$ cat src/rtl/bitalias_pkg.sv
package bitalias_pkg;

  typedef enum logic [2:0] {
    S_IDLE,
    S_PASS,
    S_PWAIT,
    S_ARD,
    S_AWAIT,
    S_AWB,
    S_DONE
  } xl_state_t;

  typedef struct packed {
    logic        hit;
    logic [31:0] word;
    logic [4:0]  pos;
  } alias_dec_t;

endpackage

$ cat src/rtl/bitalias_decode.sv
module bitalias_decode #(
  parameter int                 NWIN      = 2,
  parameter logic [1:0][31:0]   BASES     = {32'h4000_0000, 32'h2000_0000},
  parameter logic [31:0]        ALIAS_OFS = 32'h0200_0000,
  parameter int                 REGION_LG = 20
) (
  input  logic [31:0]               addr,
  output bitalias_pkg::alias_dec_t  dec
);
  localparam int ALIAS_LG = REGION_LG + 5;

  logic [NWIN-1:0] hit;

  for (genvar w = 0; w < NWIN; w++) begin : g_win
    localparam logic [31:0] WBASE = BASES[w] + ALIAS_OFS;
    assign hit[w] = (addr[31:ALIAS_LG] == WBASE[31:ALIAS_LG]);
  end

  logic [31:0] off_w;
  always_comb begin
    off_w = '0;
    off_w[REGION_LG-1:2] = addr[ALIAS_LG-1:7];
  end

  always_comb begin
    dec      = '0;
    dec.pos  = {addr[6:5], addr[4:2]};
    for (int w = NWIN - 1; w >= 0; w--) begin
      if (hit[w]) begin
        dec.hit  = 1'b1;
        dec.word = BASES[w] | off_w;
      end
    end
  end
endmodule

$ cat src/rtl/bitalias_bitop.sv
module bitalias_bitop #(
  parameter int DATA_W = 32,
  localparam int POS_W = $clog2(DATA_W)
) (
  input  logic [DATA_W-1:0] word_in,
  input  logic [POS_W-1:0]  pos,
  input  logic              nbit,
  output logic [DATA_W-1:0] merged,
  output logic              picked
);
  always_comb begin
    merged      = word_in;
    merged[pos] = nbit;
    picked      = word_in[pos];
  end
endmodule

$ cat src/rtl/bitalias_xlate.sv
module bitalias_xlate #(
  parameter int ADDR_W = 32,
  parameter int DATA_W = 32,
  localparam int BE_W  = DATA_W / 8,
  localparam int POS_W = $clog2(DATA_W)
) (
  input  logic              clk,
  input  logic              rst,
  input  logic              up_valid,
  output logic              up_ready,
  input  logic              up_write,
  input  logic [ADDR_W-1:0] up_addr,
  input  logic [DATA_W-1:0] up_wdata,
  input  logic [BE_W-1:0]   up_be,
  output logic [DATA_W-1:0] up_rdata,
  output logic              dn_valid,
  input  logic              dn_ready,
  output logic              dn_write,
  output logic [ADDR_W-1:0] dn_addr,
  output logic [DATA_W-1:0] dn_wdata,
  output logic [BE_W-1:0]   dn_be,
  output logic              dn_lock,
  input  logic [DATA_W-1:0] dn_rdata,
  input  logic              dn_rvalid
);
  import bitalias_pkg::*;

  xl_state_t        st;
  alias_dec_t       dec;
  logic             op_wr;
  logic [POS_W-1:0] pos_q;
  logic             nbit_q;
  logic [DATA_W-1:0] merged;
  logic             picked;

  bitalias_decode u_dec (
    .addr (up_addr),
    .dec  (dec)
  );

  bitalias_bitop #(.DATA_W(DATA_W)) u_bitop (
    .word_in (dn_rdata),
    .pos     (pos_q),
    .nbit    (nbit_q),
    .merged  (merged),
    .picked  (picked)
  );

  always_ff @(posedge clk) begin
    if (rst) begin
      st       <= S_IDLE;
      up_ready <= 1'b0;
      up_rdata <= '0;
      dn_valid <= 1'b0;
      dn_write <= 1'b0;
      dn_addr  <= '0;
      dn_wdata <= '0;
      dn_be    <= '0;
      dn_lock  <= 1'b0;
      op_wr    <= 1'b0;
      pos_q    <= '0;
      nbit_q   <= 1'b0;
    end else begin
      case (st)
        S_IDLE: begin
          if (up_valid) begin
            dn_valid <= 1'b1;
            op_wr    <= up_write;
            if (dec.hit) begin
              dn_write <= 1'b0;
              dn_addr  <= dec.word;
              dn_wdata <= '0;
              dn_be    <= '1;
              dn_lock  <= up_write;
              pos_q    <= dec.pos;
              nbit_q   <= up_wdata[0];
              st       <= S_ARD;
            end else begin
              dn_write <= up_write;
              dn_addr  <= up_addr;
              dn_wdata <= up_wdata;
              dn_be    <= up_be;
              st       <= S_PASS;
            end
          end
        end
        S_PASS: begin
          if (dn_ready) begin
            dn_valid <= 1'b0;
            if (op_wr) begin
              up_ready <= 1'b1;
              st       <= S_DONE;
            end else begin
              st <= S_PWAIT;
            end
          end
        end
        S_PWAIT: begin
          if (dn_rvalid) begin
            up_rdata <= dn_rdata;
            up_ready <= 1'b1;
            st       <= S_DONE;
          end
        end
        S_ARD: begin
          if (dn_ready) begin
            dn_valid <= 1'b0;
            st       <= S_AWAIT;
          end
        end
        S_AWAIT: begin
          if (dn_rvalid) begin
            if (op_wr) begin
              dn_valid <= 1'b1;
              dn_write <= 1'b1;
              dn_wdata <= merged;
              st       <= S_AWB;
            end else begin
              up_rdata <= DATA_W'(picked);
              up_ready <= 1'b1;
              st       <= S_DONE;
            end
          end
        end
        S_AWB: begin
          if (dn_ready) begin
            dn_valid <= 1'b0;
            dn_lock  <= 1'b0;
            up_ready <= 1'b1;
            st       <= S_DONE;
          end
        end
        S_DONE: begin
          up_ready <= 1'b0;
          st       <= S_IDLE;
        end
        default: st <= S_IDLE;
      endcase
    end
  end
endmodule

$ cat config.mk
export PLATFORM = sky130hd
export DESIGN_NAME = bitalias_xlate
export DESIGN_NICKNAME = d
export VERILOG_FILES = /design/src/rtl/bitalias_pkg.sv /design/src/rtl/bitalias_decode.sv /design/src/rtl/bitalias_bitop.sv /design/src/rtl/bitalias_xlate.sv
export SDC_FILE = /design/constraint.sdc
export NUM_CORES = 1
export LEC_CHECK = 0
export CORE_MARGIN = 10
export CORE_UTILIZATION = 45
export DETAILED_ROUTE_END_ITERATION = 6
export DONT_BUFFER_PORTS = 1
export GPL_ROUTABILITY_DRIVEN = 0
export HOLD_SLACK_MARGIN = 0.02
export PLACE_DENSITY = 0.65
export SETUP_SLACK_MARGIN = 0.4
export SLEW_MARGIN = 0
export SYNTH_ARGS = -nofsm -noshare
export SYNTH_HDL_FRONTEND = slang
export SYNTH_SLANG_ARGS = --single-unit
$ cat constraint.sdc
create_clock -name clk -period 2.15 [get_ports clk]
set_input_delay 0.215 -clock clk [delete_from_list [all_inputs] [get_ports clk]]
set_output_delay 0.215 -clock clk [all_outputs]
set_load 0.1 [all_outputs]
* Yosys cells after proc, flatten, opt, wreduce, memory -nomap -nowiden
Index checks and enable logic that the tools add are counted.
Word-level totals: word-level logic and storage cells 94, bits in registers 114, input port bits 106, output and inout port bits 104
Cells by class: magnitude comparators 2, reductions and logical operators 16, muxes and demuxes 45, equality and inequality tests 19
Operators by type and width (number):
- 32-bit two-way mux | 8
- 32-bit case mux with 2 select lines | 2
- 33-bit two-way mux | 2
- 32-bit bitwise mux | 1
- 3-bit two-way mux | 7
- 2-bit != test (second input constant) | 10
- 3-bit case mux with 6 select lines | 1
- 1-bit two-way mux | 15
- 4-bit AND reduction | 3
- 3-bit equality test (second input constant) | 3
- 7-bit by 5-bit equality test with 1-bit output (second input constant) | 1
- 7-bit by 6-bit equality test with 1-bit output (second input constant) | 1
- 7-bit AND reduction | 1
- 3-bit by 2-bit equality test with 1-bit output (second input constant) | 2
- 5-bit by 6-bit < comparator with 1-bit output (second input constant) | 1
- 6-bit AND reduction | 1
- 2-bit nonzero test | 3
- 1-bit binary-select mux with 5-bit select | 1
- 1-bit demux with 5-bit select | 1
- 5-bit by 1-bit >= comparator with 1-bit output (second input constant) | 1
- 1-bit case mux with 5 select lines | 1
- 5-bit AND reduction | 1
- 5-bit nonzero test | 1
- 2-bit two-way mux | 2
- other kinds (11) | 12

* Depth between registers and ports, before layout
word-level depth 8, gate-level depth with buffers 8, depth with buffers taken out 5

* Hierarchy
Synthesis repeated with hierarchy kept, for this count alone.
Second synthesis, totals: cells, all modules 742, area, all modules 6645.1 µm²
By module, submodules not included:
- bitalias_xlate | cells each 580, seq. area each 2282.2 µm², instances 1, area an instance 5345.1 µm²
- bitalias_bitop | cells each 114, seq. area each 0.0 µm², instances 1, area an instance 912.1 µm²
- bitalias_decode | cells each 48, seq. area each 0.0 µm², instances 1, area an instance 387.9 µm²

* Worst setup path after synthesis
Ideal clock, no wire load.
path kind reg-to-reg, start reg pos_q[0], end reg up_rdata[0], library setup time 0.120 ns, cell stages (with the launch flop) 6, path buffers 1, arrival 1.641 ns, period minus slack after synthesis 1.761 ns, path slack 0.389 ns, required time 2.030 ns, path through dfxtp_1 buf_6 mux4_2 a2111oi_2 nor4_1 a211o_1
Between the ends: word-level cells in the longest chain between the ends 5
RTL lines:
- from (decl) | RTL line bitalias_xlate.sv:31 | logic [POS_W-1:0] pos_q;
- from (signal assigned) | RTL line bitalias_xlate.sv:75 | pos_q <= dec.pos;
- 1-bit binary-select mux with 5-bit select | RTL line bitalias_bitop.sv:14 | picked = word_in[pos];
- 1-bit two-way mux (implied by the code) | RTL line bitalias_bitop.sv:14
- 32-bit two-way mux | RTL line bitalias_xlate.sv:113 | if (op_wr) begin
- 32-bit two-way mux | RTL line bitalias_xlate.sv:112 | if (dn_rvalid) begin
- 32-bit case mux with 2 select lines | RTL line bitalias_xlate.sv:64 | case (st)
- to (signal assigned) | RTL line bitalias_xlate.sv:100 | up_rdata <= dn_rdata;
- to (signal assigned) | RTL line bitalias_xlate.sv:119 | up_rdata <= DATA_W'(picked);
- to (decl) | RTL line bitalias_xlate.sv:15 | output logic [DATA_W-1:0] up_rdata,
Every way passes these cells. The select of a mux whose other input is x is not followed. A chain may end at the register's enable or synchronous reset.

* Worst setup path in the final report
start reg pos_q[1], end reg up_rdata[0]
The elaborated chain is that of the path after synthesis.

==> summary.txt <==
Status - finished with violations
Violated checks - hold timing
Core area - 12000 sq um
Die area - 16900 sq um
Global Route Usage Sum - 22.3%
Area growth syn-to-layout - 34.6%
RSZ-0062 raised after global routing - yes
Total number of vias - 5677
# DRC - 0
Hold Violations, Final - 112
Highest ir drop seen on vdd - 675 uV
Final Setup Violations - 0
Mapped Nets - 802
WHS - -0.130 ns
Power Density - 1130 nW/um^2
Die span in y - 130 microns
Num rows - 40
Total Wirelength - 20600 microns
Yosys reg bits - 114
Layout Skew - 0.00514 ns
GRT Residual Overflow - 0
Worst setup path class - flip-flop to flip-flop
Num CTS Buffers - 17
Max-slew violation count - 0
Post-CTS Hold Buffers - 1
Cell variety after synth - 45
Synth Area in Simple Gates - 25.0%
Post-synthesis compound-gate area fraction - 19.0%
Post-route setup TNS - 0 ns
Die Width - 130 microns
Multiplexer share of the synthesized area - 8.79%
Crit path buffers/inverters - 1
Syn Area/Cell - 7.85 sq um
CP startpoint - pos_q[1]
CTS tree - built
HP Start - rst
Avg WL per Cell - 21.9 microns
# IOs - 210
Initial drt markers - 631
Worst skew pair latency - 0.42 ns
HPWL Detailed - 14300 microns
Worst reg2reg startpoint - pos_q[1]
CP endpoint kind - flip-flop
Synthesized area - 5460 sq um
Top FF cell, synth - dfxtp_1
Vias in the first global route - 5202
Slowest CP cell - dfxtp_2
Final Cycle Share - 83.7%
Pleak - 2.83 nW
Pre-CTS setup slack - 0.227 ns
Port Buf Inserts - 0
H-Tree Level Count - 4
Critical Path Max Stage Delay - 0.38 ns
CP startpoint kind - flip-flop
Xor/xnor cell area share of the yosys netlist - 0.160%
ANT nets after route - 0
Critical Path Stages - 6
Post-synthesis adder-cell area fraction - 0%
Req. time, crit path - 2.45 ns
Via density - 6.03
Antenna violations before repair - 0
Initial Util - 45.7%
Synth Warn # - 0
DR pass1 iterations - 5
First-pass GRT wire length - 29100 microns
Number of synthesized flops with an enable pin - 0
Dpl cells - 895
Pwr Total - 8.27 mW
Crit path cell chain - buf_8 -> mux2i_1 -> o22ai_1 -> nor4_1 -> a21oi_1 -> a211o_1
Worst setup margin - 0.350 ns
Largest net degree at the start of global routing - 117
Hold path depth - 1
Synth top area share - 41.8%
Asr flop ratio synth - 0%
Arrival @ worst endpoint - 2.10 ns
R2r worst-path depth - 6
Slew @ Worst Pin - 0.505 ns
Worst-path clk slew - 0.05 ns
Cell taking the most area after synthesis - dfxtp_1
FMAX - 555 MHz
Slew headroom - 66.4%
Fin crit period - 1.80 ns
CTS root buffer - clkbuf_16
# clock sinks - 114
Register area share after synthesis - 41.8%
Fin nets - 888
Share of layout cells above drive strength 1 - 29.8%
Most area-consuming cells after synthesis - dfxtp_1 (42%), nand2_1 (7.7%), nor2_1 (6.4%), a21oi_1 (5.9%), nand3_1 (4.0%)
Syn Inst Count - 696
Tightest Hold Check Type - primary input to flip-flop
Family with the most delay on the worst path - compound AO/OA/AOI/OAI gates
# Max-Cap Violations - 0
Worst Path Max Fanout - 11
CTS max path bufs - 2
Final Non-Filler Cells - 942
Main combinational cell family by area after synthesis - simple AND/OR/NAND/NOR gates
==> worst reg2reg max path: stages (launching register included) <==
cell,delay (ns)
dfxtp_2,0.38
buf_8,0.17
mux2i_1,0.26
o22ai_1,0.13
nor4_1,0.35
a21oi_1,0.10
a211o_1,0.31
==> logic make-up after synthesis <==
| family | after synthesis |
|---|---|
| simple gates | 313 |
| compound gates | 156 |
| flops | 114 |
| buf+inv | 69 |
| mux | 43 |
| xor+xnor | 1 |
==> cell type report <==
type | instances | area, sq um
Fill cell | 1027 | 4610
Multi-Input combinational cell | 513 | 3150
Sequential cell | 114 | 2300
Timing Repair Buffer | 135 | 1170
Clock buffer | 25 | 485
Tap cell | 147 | 184
Clock inverter | 6 | 55.1
Inverter | 1 | 6.26
Antenna cell | 1 | 2.50
==> layout by cell type, fill, tap and decap left out, types with 3 or more instances in the layout <==
cell type and instances:
a211oi_1 16, a211oi_2 5, a21oi_1 64, a221oi_1 3, a221oi_2 9, a22oi_1 12, a22oi_2 4, a311oi_1 18
buf_12 4, buf_4 119, buf_6 6, clkbuf_1 5, clkbuf_16 20, clkbuf_8 3, clkinv_2 5, dfxtp_1 106
dfxtp_2 4, dfxtp_4 4, mux2_1 11, mux2_2 16, mux2_4 3, mux2i_1 12, nand2_1 110, nand2b_4 3
nand3_1 44, nand3b_1 4, nor2_1 84, nor2_2 7, nor2b_1 3, nor3_1 28, nor3_2 3, o21ai_0 9
o22ai_1 3, or3b_4 3
==> sequential cells by signal, indices dropped and copies added, names as in the netlist <==
| register | count |
|---|---|
| dn_addr | 32 |
| dn_wdata | 32 |
| up_rdata | 32 |
| pos_q | 5 |
| dn_be | 4 |
| st | 3 |
| dn_lock | 1 |
| dn_valid | 1 |
| dn_write | 1 |
| nbit_q | 1 |
| op_wr | 1 |
| up_ready | 1 |
==> power breakdown <==
| group | leakage, nW | switching [mW] | internal (mW) |
|---|---|---|---|
| combinational | 1.62 | 2.46 | 0.766 |
| sequential | 0.940 | 0.103 | 2.36 |
| clock | 0.271 | 0.927 | 1.66 |
==> Yosys cell counts (3+ instances only) <==
cell type and instances:
nand2b_1 6, buf_1 7, a221oi_1 12, nor2b_1 3
a311oi_1 18, or3_1 3, clkbuf_1 41, a21oi_1 64
o21ai_0 9, nor4_1 3, buf_2 19, or3b_1 3
nand2_1 112, dfxtp_1 114, a22oi_1 16, nor2_1 93
mux2i_1 12, nor3_1 33, mux2_1 13, nand3_1 44
o22ai_1 3, nand3b_1 4, mux2_2 17, a211oi_1 21
==> timing repair <==
action / CTS / global route
gates cloned: 1 / 3
pin swaps: 1 / 15
endpoints found under the hold margin: 113 / 112
resized for setup: 15 / 61
buffers inserted: 2 / 8
endpoints found under the setup margin: 36 / 111
==> stage by stage <==
step | hold WS, ns | utilization [%] | instance area (sq um)
2_1_floorplan | 0.351 | - | 5460
4_1_cts | -0.146 | 58.3 | 6970
6_report | -0.130 | 61.5 | 7350
3_3_place_gp | 0.295 | 52.9 | 6330
3_5_place_dp | 0.297 | 52.9 | 6330
5_1_grt | -0.143 | 61.4 | 7350
==> worst paths after layout <==
path                  endpoint  slack [ns]
hold / removal      dn_addr[1]       -0.13
setup reg to reg   up_rdata[0]        0.35
hold reg to reg   up_rdata[28]        0.45
setup / recovery   up_rdata[0]        0.35
==> layer usage <==
layer | GRT usage, % | vias up | share of wire (%)
li1 | - | 2644 | -
met1 | 27.3 | 2679 | 39
met2 | 33.4 | 303 | 46
met3 | 8.72 | 51 | 12
met4 | 10.8 | 0 | 2.8
met5 | 0 | - | 0
Power figures use the tool's default switching activity.
